### src/rtl/tcw_pkg.sv
package tcw_pkg;
   typedef enum logic {
      MODE_STREAM  = 1'b0,
      MODE_CAPTURE = 1'b1
   } tcw_mode_e;

   localparam int TCW_MIN_SYNC = 2;
endpackage

### src/rtl/tcw_trig_sync.sv
module tcw_trig_sync #(
   parameter int STAGES = 2
) (
   input  logic clk,
   input  logic rst_n,
   input  logic trig_async,
   output logic rise
);
   import tcw_pkg::*;

   logic [STAGES-1:0] chain_q;
   logic              prev_q;

   if (STAGES < TCW_MIN_SYNC) begin : g_bad_stages
      $error("tcw_trig_sync: STAGES must be at least %0d", TCW_MIN_SYNC);
   end

   for (genvar i = 0; i < STAGES; i++) begin : g_stage
      if (i == 0) begin : g_head
         always_ff @(posedge clk) begin
            if (!rst_n) chain_q[0] <= 1'b0;
            else        chain_q[0] <= trig_async;
         end
      end else begin : g_tail
         always_ff @(posedge clk) begin
            if (!rst_n) chain_q[i] <= 1'b0;
            else        chain_q[i] <= chain_q[i-1];
         end
      end
   end

   always_ff @(posedge clk) begin
      if (!rst_n) prev_q <= 1'b0;
      else        prev_q <= chain_q[STAGES-1];
   end

   assign rise = chain_q[STAGES-1] & ~prev_q;

   // a detected edge is a one-cycle pulse
   assert_edge_single_R2: assert property (@(posedge clk) disable iff (!rst_n)
      rise |=> !rise);
endmodule

### src/rtl/tcw_window_ctrl.sv
module tcw_window_ctrl #(
   parameter int CNT_W = 20
) (
   input  logic             clk,
   input  logic             rst_n,
   input  logic             capture_en,
   input  logic             rise,
   input  logic             beat_acc,
   input  logic [CNT_W-1:0] cap_len,
   output logic             active,
   output logic             first,
   output logic             last
);
   logic             active_q;
   logic [CNT_W-1:0] cnt_q;
   logic [CNT_W-1:0] last_idx_q;
   logic [CNT_W-1:0] last_idx_d;

   assign last_idx_d = (cap_len == '0) ? '0 : cap_len - 1'b1;

   always_ff @(posedge clk) begin
      if (!rst_n) begin
         active_q   <= 1'b0;
         cnt_q      <= '0;
         last_idx_q <= '0;
      end else if (!capture_en) begin
         active_q <= 1'b0;
         cnt_q    <= '0;
      end else if (active_q) begin
         if (beat_acc) begin
            if (cnt_q == last_idx_q) begin
               active_q <= 1'b0;
               cnt_q    <= '0;
            end else begin
               cnt_q <= cnt_q + 1'b1;
            end
         end
      end else if (rise) begin
         active_q   <= 1'b1;
         cnt_q      <= '0;
         last_idx_q <= last_idx_d;
      end
   end

   assign active = active_q;
   assign first  = active_q && (cnt_q == '0);
   assign last   = active_q && (cnt_q == last_idx_q);

   assert_reset_idle_R1: assert property (@(posedge clk)
      !rst_n |=> (!active_q && cnt_q == '0));

   assert_cnt_bound_R4: assert property (@(posedge clk) disable iff (!rst_n)
      active_q |-> (cnt_q <= last_idx_q));

   assert_hold_no_beat_R9: assert property (@(posedge clk) disable iff (!rst_n)
      (active_q && capture_en && !beat_acc) |=> (active_q && $stable(cnt_q) && $stable(last_idx_q)));

   assert_len_latched_R11: assert property (@(posedge clk) disable iff (!rst_n)
      (active_q && capture_en) |=> $stable(last_idx_q));
endmodule

### src/rtl/tcw_stream_gate.sv
module tcw_stream_gate #(
   parameter int DATA_W = 64
) (
   input  logic              run,
   input  logic              capture_en,
   input  logic              active,
   input  logic              first,
   input  logic              last,
   input  logic [DATA_W-1:0] s_tdata,
   input  logic              s_tvalid,
   output logic              s_tready,
   output logic [DATA_W-1:0] m_tdata,
   output logic              m_tvalid,
   input  logic              m_tready,
   output logic              m_tuser,
   output logic              m_tlast
);
   logic fwd;

   always_comb begin
      fwd      = capture_en ? active : 1'b1;
      m_tvalid = run & s_tvalid & fwd;
      s_tready = fwd ? m_tready : 1'b1;
      m_tdata  = s_tdata;
      m_tuser  = capture_en & first;
      m_tlast  = capture_en & last;
   end
endmodule

### src/rtl/trig_capture_window.sv
module trig_capture_window #(
   parameter int DATA_W      = 64,
   parameter int CNT_W       = 20,
   parameter int SYNC_STAGES = 2
) (
   input  logic              clk,
   input  logic              rst_n,
   input  logic              trig_async,
   input  logic              mode_capture,
   input  logic [CNT_W-1:0]  cap_len,
   input  logic [DATA_W-1:0] s_tdata,
   input  logic              s_tvalid,
   output logic              s_tready,
   output logic [DATA_W-1:0] m_tdata,
   output logic              m_tvalid,
   input  logic              m_tready,
   output logic              m_tuser,
   output logic              m_tlast
);
   import tcw_pkg::*;

   localparam int MAX_LEN_LOG = CNT_W;

   if (DATA_W < 1) begin : g_bad_data
      $error("trig_capture_window: DATA_W must be positive");
   end
   if (MAX_LEN_LOG < 1 || MAX_LEN_LOG > 32) begin : g_bad_cnt
      $error("trig_capture_window: CNT_W must be within 1..32");
   end

   tcw_mode_e mode;
   logic      capture_en;
   logic      rise;
   logic      active;
   logic      first;
   logic      last;
   logic      beat_acc;

   assign mode       = tcw_mode_e'(mode_capture);
   assign capture_en = (mode == MODE_CAPTURE);
   assign beat_acc   = m_tvalid & m_tready;

   tcw_trig_sync #(.STAGES(SYNC_STAGES)) sync_i (
      .clk        (clk),
      .rst_n      (rst_n),
      .trig_async (trig_async),
      .rise       (rise)
   );

   tcw_window_ctrl #(.CNT_W(CNT_W)) ctrl_i (
      .clk        (clk),
      .rst_n      (rst_n),
      .capture_en (capture_en),
      .rise       (rise),
      .beat_acc   (beat_acc),
      .cap_len    (cap_len),
      .active     (active),
      .first      (first),
      .last       (last)
   );

   tcw_stream_gate #(.DATA_W(DATA_W)) gate_i (
      .run        (rst_n),
      .capture_en (capture_en),
      .active     (active),
      .first      (first),
      .last       (last),
      .s_tdata    (s_tdata),
      .s_tvalid   (s_tvalid),
      .s_tready   (s_tready),
      .m_tdata    (m_tdata),
      .m_tvalid   (m_tvalid),
      .m_tready   (m_tready),
      .m_tuser    (m_tuser),
      .m_tlast    (m_tlast)
   );

   assert_valid_from_src_R7: assert property (@(posedge clk) disable iff (!rst_n)
      m_tvalid |-> s_tvalid);

   assert_no_stall_idle_R6: assert property (@(posedge clk) disable iff (!rst_n)
      (mode_capture && !active) |-> (s_tready && !m_tvalid));

   assert_user_once_R3: assert property (@(posedge clk) disable iff (!rst_n)
      (m_tvalid && m_tready && m_tuser) |=> !m_tuser);

   assert_close_after_last_R5: assert property (@(posedge clk) disable iff (!rst_n)
      (m_tvalid && m_tready && m_tlast && mode_capture) |=> !active);

   assert_stream_unframed_R8: assert property (@(posedge clk) disable iff (!rst_n)
      !mode_capture |-> (!m_tuser && !m_tlast));

   assert_reset_quiet_R1: assert property (@(posedge clk)
      !rst_n |-> !m_tvalid);
endmodule

### config.mk
export PLATFORM = sky130hd
export DESIGN_NAME = trig_capture_window
export DESIGN_NICKNAME = d
export VERILOG_FILES = /design/src/rtl/tcw_pkg.sv /design/src/rtl/tcw_trig_sync.sv /design/src/rtl/tcw_window_ctrl.sv /design/src/rtl/tcw_stream_gate.sv /design/src/rtl/trig_capture_window.sv
export SDC_FILE = /design/constraint.sdc
export NUM_CORES = 1
export LEC_CHECK = 0
export CORE_ASPECT_RATIO = 0.5
export CORE_MARGIN = 2
export CORE_UTILIZATION = 41
export CTS_BUF_LIST = sky130_fd_sc_hd__clkbuf_8
export DETAILED_ROUTE_END_ITERATION = 12
export GPL_TIMING_DRIVEN = 0
export PLACE_DENSITY = 0.92
export SYNTH_ARGS = -nofsm -noshare
export SYNTH_HDL_FRONTEND = slang
export SYNTH_HIERARCHICAL = 1
export SYNTH_SLANG_ARGS = --single-unit
### constraint.sdc
create_clock -name clk -period 2.4 [get_ports clk]
set_input_delay 0.48 -clock clk [delete_from_list [all_inputs] [get_ports clk]]
set_output_delay 0.48 -clock clk [all_outputs]
set_load 0.03 [all_outputs]
### Word-level counts from Yosys, hierarchy flattened

Index checks and enable logic that the tools add are counted.

| word-level totals | value |
|---|---|
| register bits after elaboration | 44 |
| output and inout bits | 68 |

| operators by class | value |
|---|---|
| add/sub/neg operators | 2 |
| equal/unequal tests | 2 |
| muxes and demuxes | 11 |
| bitwise operators | 8 |
| reductions and logical operators | 8 |

Operators with widths:

| kind | number |
|---|---|
| $mux W20 | 5 |
| $logic_not A20 Y1 | 2 |
| $add A20 B1 Y20 const B | 1 |
| $eq A20 B20 Y1 | 1 |
| $sub A20 B1 Y20 const B | 1 |
| $and A1 B1 Y1 | 6 |
| $mux W1 | 6 |
| $reduce_and A2 Y1 | 2 |
| $reduce_and A3 Y1 | 1 |
| $logic_and A1 B1 Y1 | 2 |
| $ne A2 B2 Y1 const B | 1 |
| $not A1 Y1 | 2 |
| $reduce_bool A2 Y1 | 1 |

### Logic depth before layout (Yosys ltp)

Gate-level depths: netlist of run 1.

| logic depth | value |
|---|---|
| depth in word-level cells | 5 |
| mapped depth | 9 |

### Cells and area by module

The synthesis of run 1 kept the hierarchy.

Modules (own cells, without submodules):

| module | times used | cells an instance | area an instance (um^2) | seq. area each (um^2) |
|---|---|---|---|---|
| tcw_window_ctrl | 1 | 299 | 2394.8 | 820.8 |
| tcw_stream_gate | 1 | 69 | 511.7 | 0.0 |
| tcw_trig_sync | 1 | 7 | 92.6 | 60.1 |
| trig_capture_window | 1 | 1 | 6.3 | 0.0 |

### Least setup slack after synthesis of run 1

OpenSTA, ideal clock, no wires.

| path | value |
|---|---|
| path kind | input -> register |
| start | input mode_capture |
| end | register ctrl_i.cnt_q[16] |
| arrival time | 2.028 ns |
| data required time | 2.340 ns |
| path slack | 0.311 ns |
| cell stages on the path | 8 |
| buffers on the path | 1 |
| cell sequence | nand2b_1 > and3_1 > and2_1 > nand2_1 > clkbuf_1 > a211oi_2 > a21o_1 > a22o_1 |

| on the way | value |
|---|---|
| word-level cells in the longest chain between the ends | 5 |

Ends and longest elaborated chain:

| element | RTL line | source |
|---|---|---|
| start: declaration | trig_capture_window.sv:9 | `input logic mode_capture,` |
| $mux W1 | tcw_stream_gate.sv:21 | `fwd = capture_en ? active : 1'b1;` |
| $and A1 B1 Y1 | tcw_stream_gate.sv:22 | `m_tvalid = run & s_tvalid & fwd;` |
| named net m_tvalid | trig_capture_window.sv:15 | `output logic m_tvalid,` |
| $and A1 B1 Y1 | trig_capture_window.sv:41 | `assign beat_acc = m_tvalid & m_tready;` |
| named net beat_acc | trig_capture_window.sv:37 | `logic beat_acc;` |
| $ne A2 B2 Y1 (no line) | - |  |
| $reduce_and A2 Y1 (no line) | - |  |
| end signal: assignment | tcw_window_ctrl.sv:35 | `cnt_q <= cnt_q + 1'b1;` |
| end: declaration | tcw_window_ctrl.sv:15 | `logic [CNT_W-1:0] cnt_q;` |

The timed path passes the listed nets, and every way through them passes these cells.
A chain may end at the register's enable or synchronous reset.

### Worst setup path in the final report of run 1

| path | value |
|---|---|
| start | input mode_capture |
| end | output s_tready |

| on the way | value |
|---|---|
| word-level cells in the longest chain between the ends | 2 |

Ends and longest elaborated chain:

| element | RTL line | source |
|---|---|---|
| $mux W1 | tcw_stream_gate.sv:21 |  |
| $mux W1 | tcw_stream_gate.sv:23 | `s_tready = fwd ? m_tready : 1'b1;` |
| end: declaration | trig_capture_window.sv:13 | `output logic s_tready,` |

No other way between the ends.

==> impl_table.tex, run 1 <==
\begin{tabular}{lr}
\hline
Metric & Value \\
\hline
\multicolumn{2}{l}{\textbf{Drt}} \\
\quad Vias & 2889 \\
\quad Drt first-iter violations & 174 \\
\quad Antenna Nets Post-Route & 0 \\
\quad Total detailed-routing wirelength & 7659 microns \\
\quad First-pass detailed-route iteration total & 7 \\
\quad Total DRC errors in the routed layout & 0 \\
\quad Average wire per standard cell & 13.41 microns \\
\quad Via-to-Cell Ratio & 5.060 \\
\multicolumn{2}{l}{\textbf{Global route}} \\
\quad Maximum number of pins on one net before global-route repair & 15 \\
\quad Number of global-route vias before repair & 2659 \\
\quad Total grt overflow & 0 \\
\quad First-pass GRT wire length & 12520 microns \\
\quad Global routing usage summed across all routing layers & 0.1863 \\
\quad Initial antenna violation count & 0 \\
\multicolumn{2}{l}{\textbf{Power}} \\
\quad Power per Cell Area & 436.5 nW/um\^{}2 \\
\quad Static power due to leakage & 1.621 nW \\
\quad Power Total & 1.838 mW \\
\quad VDD IR-drop max & 0.2251 mV \\
\multicolumn{2}{l}{\textbf{Floorplanning}} \\
\quad Die Width & 125.1 microns \\
\quad Starting Density & 0.4366 \\
\quad Total die area & 8073 sq um \\
\quad Core box area & 6884 sq um \\
\quad Ports & 158 \\
\quad Total number of placement rows & 21 \\
\quad Die Ht & 64.54 microns \\
\multicolumn{2}{l}{\textbf{Clock network}} \\
\quad Clock tree from TritonCTS & built \\
\quad Clk slew on worst S/H paths & 0.08 ns \\
\quad Clock Tree Root & clkbuf\_8 \\
\quad Number of H-tree branching levels & 2 \\
\quad TritonCTS Buffers & 5 \\
\quad TritonCTS Sinks & 44 \\
\quad Skew-Pair Late Insertion Delay & 0.31 ns \\
\quad Maximum buffer depth of the clock tree & 2 \\
\multicolumn{2}{l}{\textbf{Logic synthesis}} \\
\quad Number of synthesized flops with an enable pin & 0 \\
\quad Share of synthesized cell area in full adder, half adder and majority cells & 0.01665 \\
\quad Post-Synth XOR/XNOR Area & 0.1282 \\
\quad Flops \& latches, synth & 44 \\
\quad Complex-gate fraction of the synthesized area & 0.08285 \\
\quad Top cells by area, synth & dfxtp\_1 (29\%), buf\_4 (16\%), xnor2\_1 (10\%), nand2\_1 (4.9\%), nor3\_1 (4.0\%) \\
\quad Count of distinct cell types in the synthesized netlist & 44 \\
\quad Instance count of the mapped netlist & 376 \\
\quad Portion of synthesized cell area occupied by the leading cell type & 0.2931 \\
\quad Share of synthesized registers carrying an async set or reset & 0 \\
\quad Predominant post-synthesis flop cell & dfxtp\_1 \\
\quad Yosys Warn Count & 6 \\
\quad Biggest area consumer among synthesized cells & dfxtp\_1 \\
\quad Combinational family with the most area after synthesis & simple AND/OR/NAND/NOR gates \\
\quad Post-Synthesis Cell Area & 3005 sq um \\
\quad Average size of a mapped cell & 7.993 sq um \\
\quad Simple-Gate Fraction of Synth Area & 0.2843 \\
\quad Mux cell area share after synthesis & 0.003331 \\
\quad Number of nets produced by synthesis & 470 \\
\quad Sequential cell area fraction in the yosys report & 0.2931 \\
\multicolumn{2}{l}{\textbf{Critical path}} \\
\quad Endpoint class of the critical path & output port \\
\quad Required arrival time at the worst endpoint & 1.92 ns \\
\quad Largest fanout on the critical path & 5 \\
\quad Reg-to-reg slack, setup & 0.37 ns \\
\quad Kind of critical path & in2out \\
\quad Startpoint type of the worst setup path & input pin \\
\quad Worst path arrival time & 1.86 ns \\
\multicolumn{2}{l}{\textbf{Timing}} \\
\quad Max Slew Vio Count & 0 \\
\quad Max Clock Skew & 0.01302 ns \\
\quad Setup TNS & 0 ns \\
\quad Number of endpoints failing setup at the final stage & 0 \\
\quad Share of the clock period used by the worst path & 0.9736 \\
\quad Post-Route Hold Slack & 0.4334 ns \\
\quad Relative slew slack & 0.5932 \\
\quad Number of hold violations in the final report & 0 \\
\quad Post-route worst setup slack & 0.06345 ns \\
\quad Transition at the pin with the smallest max-transition slack & 0.6047 ns \\
\quad Shortest period the worst path allows & 2.337 ns \\
\quad Max frequency & 428.0 MHz \\
\multicolumn{2}{l}{\textbf{Cells and area}} \\
\quad Area added between synthesis and finish & 40.13\% \\
\quad Fillers & 574 \\
\quad Final instance count without filler cells & 571 \\
\quad Final instance area & 4212 sq um \\
\quad Diodes inserted & 0 \\
\quad Area of the multi-input gates & 1565 sq um \\
\quad Final cell utilization of the core & 0.6118 \\
\quad Post-layout net count & 572 \\
\quad Share of cells above drive strength 1 & 0.2150 \\
\quad Sequential cell area & 880.8 sq um \\
\multicolumn{2}{l}{\textbf{Placement}} \\
\quad Post-DP HPWL & 5958 microns \\
\quad Final estimated routing congestion in global placement & 0.8892 \\
\quad Post-DP Area & 4051 sq um \\
\quad Cells after DPL & 561 \\
\quad Input/output buffers & 93 \\
\quad Post-placement setup slack & -0.3585 ns \\
\multicolumn{2}{l}{\textbf{Job}} \\
\quad Max-capacitance violation count & 0 \\
\multicolumn{2}{l}{\textbf{Hold path}} \\
\quad Class of the worst hold path & reg2reg \\
\multicolumn{2}{l}{\textbf{Run status}} \\
\quad Status & complete, no violations \\
\hline
\end{tabular}
[timing repair]
item,in CTS,in global routing
hold buffers,0,0
resized for setup,5,12
pin swaps,0,2
setup endpoints to repair,7,7
setup buffers,0,2
hold endpoints to repair,0,0
[placed cells by master (no fill, tap or decap), types with 3 or more instances in the layout]
cell type,netlist,layout
and3_1,9,9
clkbuf_8,0,6
nor3_1,24,24
a31oi_1,5,5
o21ai_0,19,19
buf_2,5,5
nor2b_1,4,4
and2_1,9,9
nand2_1,39,39
nor4_1,4,4
nand3_1,17,17
dfxtp_1,44,44
xnor2_1,36,36
nor2_1,19,18
ha_1,4,4
nor3_2,4,3
a21oi_1,5,5
xor2_1,8,8
a21o_1,3,3
buf_4,64,65
nand4_1,10,10
clkdlybuf4s50_1,0,90
clkbuf_2,2,3
inv_1,8,8
clkbuf_1,4,3
[cell type report]
cell class,count,area share
Sequential cell,44,0.2092
Inverter,8,0.007130
Multi-Input combinational cell,247,0.3717
Tap cell,92,0.02733
Clock buffer,6,0.01961
Buffer,77,0.1304
Clock inverter,2,0.009210
Timing Repair Buffer,95,0.2255
[registers in the layout, summed over array words and instances (netlist names)]
name and count:
ctrl_i/last_idx_q 20, sync_i/prev_q 1, sync_i/chain_q 2, ctrl_i/cnt_q 20, ctrl_i/active 1
[path summary, 6_finish.rpt]
check | from | endpoint | cells past startpoint
max | mode_capture | s_tready | 4
min | sync_i/chain_q[0] | sync_i/chain_q[1] | 1
max reg2reg | ctrl_i/cnt_q[5] | ctrl_i/cnt_q[12] | 8
min reg2reg | sync_i/chain_q[0] | sync_i/chain_q[1] | 1
[metal layers]
metal	vias up	global-route usage	wire, microns	part of all wire
li1	1412	-	-	-
met5	-	0	0	0
met3	13	0.04459	659	0.086
met1	1307	0.2376	3302	0.43
met4	0	0.05833	89	0.012
met2	157	0.3152	3608	0.47
[critical path: stages]
cell,delay [ns]
clkdlybuf4s50_1,0.56
nand2b_1,0.09
nand2b_1,0.07
clkdlybuf4s50_1,0.66
[synth_stat cells, types with 5 or more instances]
library cell and n:
buf_2 5, nor2_1 19, xnor2_1 36, nor3_1 24, nand2_1 39, o21ai_0 19, buf_4 64, a21oi_1 5
and3_1 9, inv_1 8, nand4_1 10, a31oi_1 5, xor2_1 8, and2_1 9, dfxtp_1 44, nand3_1 17
[kinds of logic (layout without fill, tap and decap cells)]
group | after synthesis | count (layout)
xor+xnor | 44 | 44
compound gates | 41 | 41
simple gates | 157 | 157
buf+inv | 85 | 188
flops | 44 | 44
fa+ha+maj | 4 | 4
mux | 1 | 1
[power breakdown]
part / leakage [nW] / internal [mW] / total [mW] / switching (mW)
logic: 1.20 / 0.241 / 0.487 / 0.246
clock network: 0.0614 / 0.340 / 0.606 / 0.265
registers: 0.356 / 0.739 / 0.746 / 0.00680
total: 1.62 / 1.32 / 1.84 / 0.518
Power figures use the tool's default switching activity.
==> run 2: changes to the inputs <==
- PLACE_DENSITY: 0.92 -> unset
- PLACE_DENSITY_LB_ADDON: unset -> 0.25
==> run 2 against run 1 <==
Sequential share of layout area is essentially flat. Critical path depth unchanged. Count of clock-buffer cells in the layout is 1 higher. Register-to-register slack better by 0.04 ns. Non-clock buffer count unchanged. Critical path type unchanged. Clock power up 0.7%.
==> impl_table.tex, run 2 (synthesis results as in run 1) <==
\begin{tabular}{lr}
\hline
Metric & Value \\
\hline
\multicolumn{2}{l}{\textbf{Placement}} \\
\quad Post-DP HPWL & 6337 microns \\
\quad Cells after DPL & 561 \\
\quad Input/output buffers & 93 \\
\quad Final estimated routing congestion in global placement & 0.8557 \\
\multicolumn{2}{l}{\textbf{Clock network}} \\
\quad Quantity of hold-fixing buffers added after cts & 0 \\
\quad Skew-Pair Late Insertion Delay & 0.29 ns \\
\quad Clock tree from TritonCTS & built \\
\quad Clock Tree Root & clkbuf\_8 \\
\quad TritonCTS Sinks & 44 \\
\quad Maximum buffer depth of the clock tree & 2 \\
\quad Clk slew on worst S/H paths & 0.08 ns \\
\quad TritonCTS Buffers & 5 \\
\quad Number of H-tree branching levels & 2 \\
\multicolumn{2}{l}{\textbf{Global route}} \\
\quad First-pass GRT wire length & 12800 microns \\
\quad Global routing usage summed across all routing layers & 0.1891 \\
\quad Number of global-route vias before repair & 2697 \\
\quad Total grt overflow & 0 \\
\quad Initial antenna violation count & 0 \\
\quad Maximum number of pins on one net before global-route repair & 14 \\
\multicolumn{2}{l}{\textbf{Timing}} \\
\quad Relative slew slack & 0.6008 \\
\quad Max frequency & 433.8 MHz \\
\quad Setup repair after global routing missed its margin & no \\
\quad Post-Route Hold Slack & 0.4575 ns \\
\quad Number of hold violations in the final report & 0 \\
\quad Max Slew Vio Count & 0 \\
\quad Share of the clock period used by the worst path & 0.9605 \\
\quad Shortest period the worst path allows & 2.305 ns \\
\quad Transition at the pin with the smallest max-transition slack & 0.5933 ns \\
\quad Max Clock Skew & 0.005227 ns \\
\quad Number of endpoints failing setup at the final stage & 0 \\
\multicolumn{2}{l}{\textbf{Cells and area}} \\
\quad Area added between synthesis and finish & 40.30\% \\
\quad Highest-count cells in the layout ignoring fill and taps & clkdlybuf4s50\_1 (90), buf\_4 (65), dfxtp\_1 (42) \\
\quad Regs by FF count & ctrl\_i/cnt\_q (20), ctrl\_i/last\_idx\_q (20), sync\_i/chain\_q (2) \\
\quad Commonest non-fill, non-tap cell in the layout & clkdlybuf4s50\_1 \\
\quad Sequential cell area & 883.3 sq um \\
\quad Post-layout net count & 572 \\
\quad Diodes inserted & 0 \\
\quad Final instance count without filler cells & 571 \\
\quad Fillers & 597 \\
\quad Share of cells above drive strength 1 & 0.2192 \\
\quad Area of the multi-input gates & 1565 sq um \\
\multicolumn{2}{l}{\textbf{Floorplanning}} \\
\quad Die Ht & 64.54 microns \\
\quad Core box area & 6884 sq um \\
\quad Die Width & 125.1 microns \\
\quad Starting Density & 0.4366 \\
\quad Total die area & 8073 sq um \\
\quad Total number of placement rows & 21 \\
\quad Ports & 158 \\
\multicolumn{2}{l}{\textbf{Drt}} \\
\quad Vias & 2801 \\
\quad Total detailed-routing wirelength & 7806 microns \\
\quad Total DRC errors in the routed layout & 0 \\
\quad Met3 wire len & 896 microns \\
\quad Antenna Nets Post-Route & 0 \\
\quad Routed metal-1 wire length & 3301 microns \\
\quad First-pass detailed-route iteration total & 5 \\
\quad Drt first-iter violations & 64 \\
\quad Via-to-Cell Ratio & 4.905 \\
\quad Met2 Routed Length & 3580 microns \\
\quad Average wire per standard cell & 13.67 microns \\
\quad Highest routed layer & met4 \\
\multicolumn{2}{l}{\textbf{Power}} \\
\quad Sw Ratio & 0.2681 \\
\quad Clock Power Share & 0.332 \\
\quad VDD IR-drop max & 0.2249 mV \\
\quad Proportion of power drawn by flip-flops and latches & 0.405 \\
\quad Power spent charging and discharging nets & 493.6 uW \\
\quad Power per Cell Area & 436.7 nW/um\^{}2 \\
\quad Static power due to leakage & 1.627 nW \\
\quad Logic pwr share & 0.263 \\
\quad Total internal power & 1.348 mW \\
\multicolumn{2}{l}{\textbf{Critical path}} \\
\quad Largest fanout on the critical path & 5 \\
\quad Kind of critical path & in2out \\
\quad Worst path arrival time & 1.83 ns \\
\quad Startpoint type of the worst setup path & input pin \\
\quad Endpoint class of the critical path & output port \\
\quad Required arrival time at the worst endpoint & 1.92 ns \\
\quad Reg-to-reg slack, setup & 0.41 ns \\
\multicolumn{2}{l}{\textbf{Job}} \\
\quad Max-capacitance violation count & 0 \\
\multicolumn{2}{l}{\textbf{Hold path}} \\
\quad Class of the worst hold path & reg2reg \\
\multicolumn{2}{l}{\textbf{Run status}} \\
\quad Status & complete, no violations \\
\hline
\end{tabular}
run 2: changes by cell type in the layout (fill, tap and decap cells not counted), sizes merged:
| cell | previous run | this run |
|---|---|---|
| buf | 73 | 75 |
| clkbuf | 14 | 13 |
| clkinv | 1 | 0 |
run 2: worst paths after layout:
| check | start | to | cells past startpoint |
|---|---|---|---|
| hold / removal | sync_i/chain_q[0] | sync_i/chain_q[1] | 1 |
| setup / recovery | mode_capture | s_tready | 4 |
| setup reg to reg | ctrl_i/active | ctrl_i/cnt_q[17] | 9 |
| hold reg to reg | sync_i/chain_q[0] | sync_i/chain_q[1] | 1 |
run 2: metal layers:
layer,up-vias,track usage
met3,2,0.06771
li1,1413,-
met1,1255,0.2329
met2,131,0.3274
met4,0,0.02917
met5,-,0
run 2: power groups by stage:
stage / registers, mW / logic (mW) / clock network, mW
floorplan: 0.761 / 0.287 / 0
global placement: 0.763 / 0.474 / 0
detailed placement: 0.763 / 0.477 / 0
CTS: 0.746 / 0.481 / 0.624
global route: 0.748 / 0.514 / 0.651
finish: 0.746 / 0.485 / 0.610
run 2: timing repair:
| action | 4_1_cts | 5_1_grt |
|---|---|---|
| setup buffers | 0 | 2 |
| endpoints found under the hold margin | 0 | 0 |
| pin swaps | 0 | 2 |
| endpoints found under the setup margin | 8 | 9 |
| resized for setup | 8 | 12 |
run 2: layout make-up:
cell class,instances,share of cell area
Multi-Input combinational cell,247,0.3712
Timing Repair Buffer,95,0.2246
Sequential cell,44,0.2095
Buffer,77,0.1303
Tap cell,92,0.02730
Clock buffer,7,0.02285
Clock inverter,1,0.007122
Inverter,8,0.007122
run 2: through the flow:
step / power, mW / worst slack, ns / utilization / TNS [ns] / cell area [sq um]
floorplan: 1.048 / 0.3115 / - / 0 / 3005
global placement: 1.237 / -0.3272 / 0.5885 / -3.515 / 4051
detailed placement: 1.240 / -0.4007 / 0.5885 / -5.110 / 4051
CTS: 1.851 / -0.09005 / 0.6080 / -0.3464 / 4185
global route: 1.913 / 0.001385 / 0.6125 / 0 / 4217
finish: 1.841 / 0.09486 / 0.6125 / 0 / 4217
run 2: critical path: stages:
cell and delay (ns):
clkdlybuf4s50_1 0.53, nand2b_1 0.08, nand2b_1 0.07, clkdlybuf4s50_1 0.66
==> run 3: changes to the inputs <==
- CORE_UTILIZATION: 41 -> 37
- clock period: 2.4 -> 1.85 ns (I/O delays scaled with it)
==> run 3 against run 2 <==
Power is 30% higher. Largest cell class unchanged. Worst setup slack worse by 0.26 ns. Wire length is 3.6% higher. Sequential share of layout area is 0.87 points lower. The run now ends with negative setup slack left. Sequential cell count stayed put. Final cell count is 6.0% higher.
==> impl_table.tex, run 3 (synthesis results as in run 1) <==
\begin{tabular}{lr}
\hline
Metric & Value \\
\hline
\multicolumn{2}{l}{\textbf{Critical path}} \\
\quad Required arrival time at the worst endpoint & 1.48 ns \\
\quad Worst path arrival time & 1.65 ns \\
\quad Ordered list of cells on the worst path & xnor2\_1 > nand4\_1 > nor3\_4 > and3\_1 > and2\_4 > buf\_6 \\
\quad Family of cells with the greatest summed delay on the critical path & simple AND/OR/NAND/NOR gates \\
\quad Crit path buffers/inverters & 1 \\
\quad Startpoint type of the worst setup path & flop \\
\quad Kind of critical path & reg2out \\
\quad Endpoint class of the critical path & output port \\
\quad Largest fanout on the critical path & 6 \\
\quad Delay of the slowest cell on the worst path & 0.42 ns \\
\quad Cell with the largest stage delay on the worst path & dfxtp\_2 \\
\multicolumn{2}{l}{\textbf{Cells and area}} \\
\quad Commonest non-fill, non-tap cell in the layout & buf\_4 \\
\quad Regs by FF count & ctrl\_i/cnt\_q (20), ctrl\_i/last\_idx\_q (20), sync\_i/chain\_q (2) \\
\quad Diodes inserted & 0 \\
\quad Highest-count cells in the layout ignoring fill and taps & buf\_4 (79), clkdlybuf4s50\_1 (76), nand2\_1 (36) \\
\quad Fillers & 749 \\
\quad Area added between synthesis and finish & 51.17\% \\
\quad Share of cells above drive strength 1 & 0.3245 \\
\quad Post-layout net count & 586 \\
\quad Final instance count without filler cells & 605 \\
\multicolumn{2}{l}{\textbf{Hold path}} \\
\quad Class of the worst hold path & reg2reg \\
\multicolumn{2}{l}{\textbf{Global route}} \\
\quad Maximum number of pins on one net before global-route repair & 15 \\
\quad Global routing usage summed across all routing layers & 0.1712 \\
\quad Total grt overflow & 0 \\
\quad Number of global-route vias before repair & 2605 \\
\quad First-pass GRT wire length & 12320 microns \\
\quad Initial antenna violation count & 0 \\
\multicolumn{2}{l}{\textbf{Power}} \\
\quad VDD IR-drop max & 0.2556 mV \\
\quad Power per Cell Area & 525.1 nW/um\^{}2 \\
\quad Static power due to leakage & 1.765 nW \\
\quad Power Total & 2.386 mW \\
\multicolumn{2}{l}{\textbf{Placement}} \\
\quad Post-placement setup slack & -0.6284 ns \\
\quad Cells after DPL & 581 \\
\quad Final estimated routing congestion in global placement & 0.8970 \\
\quad Post-DP HPWL & 6290 microns \\
\quad Input/output buffers & 93 \\
\multicolumn{2}{l}{\textbf{Drt}} \\
\quad Antenna Nets Post-Route & 0 \\
\quad Total DRC errors in the routed layout & 0 \\
\quad Vias & 2898 \\
\quad Drt first-iter violations & 113 \\
\quad Total detailed-routing wirelength & 8088 microns \\
\quad First-pass detailed-route iteration total & 4 \\
\quad Average wire per standard cell & 13.37 microns \\
\quad Via-to-Cell Ratio & 4.790 \\
\multicolumn{2}{l}{\textbf{Job}} \\
\quad Max-capacitance violation count & 0 \\
\multicolumn{2}{l}{\textbf{Floorplanning}} \\
\quad Total die area & 8903 sq um \\
\quad Die Ht & 67.73 microns \\
\quad Core box area & 7943 sq um \\
\quad Starting Density & 0.3784 \\
\quad Ports & 158 \\
\quad Total number of placement rows & 23 \\
\quad Die Width & 131.5 microns \\
\multicolumn{2}{l}{\textbf{Run status}} \\
\quad Status & finished with violations \\
\quad Failing checks & negative setup slack \\
\multicolumn{2}{l}{\textbf{Timing}} \\
\quad Number of hold violations in the final report & 0 \\
\quad Setup repair after global routing missed its margin & yes \\
\quad Share of the clock period used by the worst path & 1.091 \\
\quad Relative slew slack & 0.7468 \\
\quad Max frequency & 495.7 MHz \\
\quad Max Clock Skew & 0.004871 ns \\
\quad Max Slew Vio Count & 0 \\
\quad Number of endpoints failing setup at the final stage & 2 \\
\quad Post-route worst setup slack & -0.1675 ns \\
\quad Transition at the pin with the smallest max-transition slack & 0.3767 ns \\
\quad Shortest period the worst path allows & 2.017 ns \\
\multicolumn{2}{l}{\textbf{Clock network}} \\
\quad Skew-Pair Late Insertion Delay & 0.30 ns \\
\quad Clock Tree Root & clkbuf\_8 \\
\quad Maximum buffer depth of the clock tree & 2 \\
\quad Clock tree from TritonCTS & built \\
\quad TritonCTS Sinks & 44 \\
\quad TritonCTS Buffers & 5 \\
\quad Clk slew on worst S/H paths & 0.08 ns \\
\quad Number of H-tree branching levels & 2 \\
\hline
\end{tabular}
-- run 3: changes by cell type in the layout (fill, tap and decap cells not counted), sizes merged --
cell / delta
buf: +17
clkdlybuf4s50: -14
dlygate4sd2: +11
clkbuf: -4
clkdlybuf4s15: +1
clkinv: +1
dlymetal6s2s: +1
nor2: +1
-- run 3: path summary, 6_finish.rpt --
kind                      from                 to  slack, ns  cells after the start
max            ctrl_i/cnt_q[2]            m_tlast      -0.17                      6
max reg2reg      ctrl_i/active    ctrl_i/cnt_q[9]       0.07                      9
min          sync_i/chain_q[0]  sync_i/chain_q[1]       0.44                      1
min reg2reg  sync_i/chain_q[0]  sync_i/chain_q[1]       0.44                      1
-- run 3: final cells by class --
cell class                 instances  area (sq um)  share of cell area
buffer                            74         570.5              0.1256
clock buffer                       6         82.58             0.01818
timing repair buffer             111          1062              0.2338
sequential                        44         912.1              0.2008
tap                              112         140.1             0.03085
multi-input combinational        248          1707              0.3757
clock inverter                     2         38.79            0.008538
inverter                           8         30.03            0.006610
-- run 3: worst reg2reg max path: stages (launching register included) --
cell	delay [ns]
dfxtp_4	0.37
nand2b_1	0.16
and3_2	0.22
and2_1	0.17
nand2_2	0.12
buf_8	0.14
a211oi_4	0.05
buf_6	0.14
a21o_1	0.15
a22o_1	0.16
-- run 3: through the flow --
step / cell area, sq um / TNS, ns / hold slack [ns] / utilization
after floorplan: 3015 / 0 / 0.4057 / -
after global placement: 4086 / -20.97 / 0.4096 / 0.5145
after detailed placement: 4086 / -21.43 / 0.4227 / 0.5145
after CTS: 4373 / -0.3647 / 0.4428 / 0.5506
after global routing: 4543 / -0.6744 / 0.4741 / 0.5720
final: 4543 / -0.2910 / 0.4368 / 0.5720
-- run 3: what timing repair did --
action / in CTS / in global routing
resized for setup: 60 / 48
hold buffers: 0 / 0
setup endpoints to repair: 43 / 40
gates cloned: 1 / 1
pin swaps: 12 / 20
buffers inserted: 8 / 11
-- run 3: report_power, final --
| group | total [mW] | switching, mW | internal [mW] |
|---|---|---|---|
| clock network | 0.772 | 0.331 | 0.442 |
| registers | 0.963 | 0.00991 | 0.953 |
| logic | 0.650 | 0.333 | 0.318 |
| total | 2.39 | 0.673 | 1.71 |
-- run 3: layer usage --
| metal | wire (microns) | track usage |
|---|---|---|
| met3 | 700 | 0.05781 |
| met5 | 0 | 0 |
| met1 | 3493 | 0.2083 |
| met2 | 3853 | 0.3004 |
| met4 | 40 | 0.03804 |
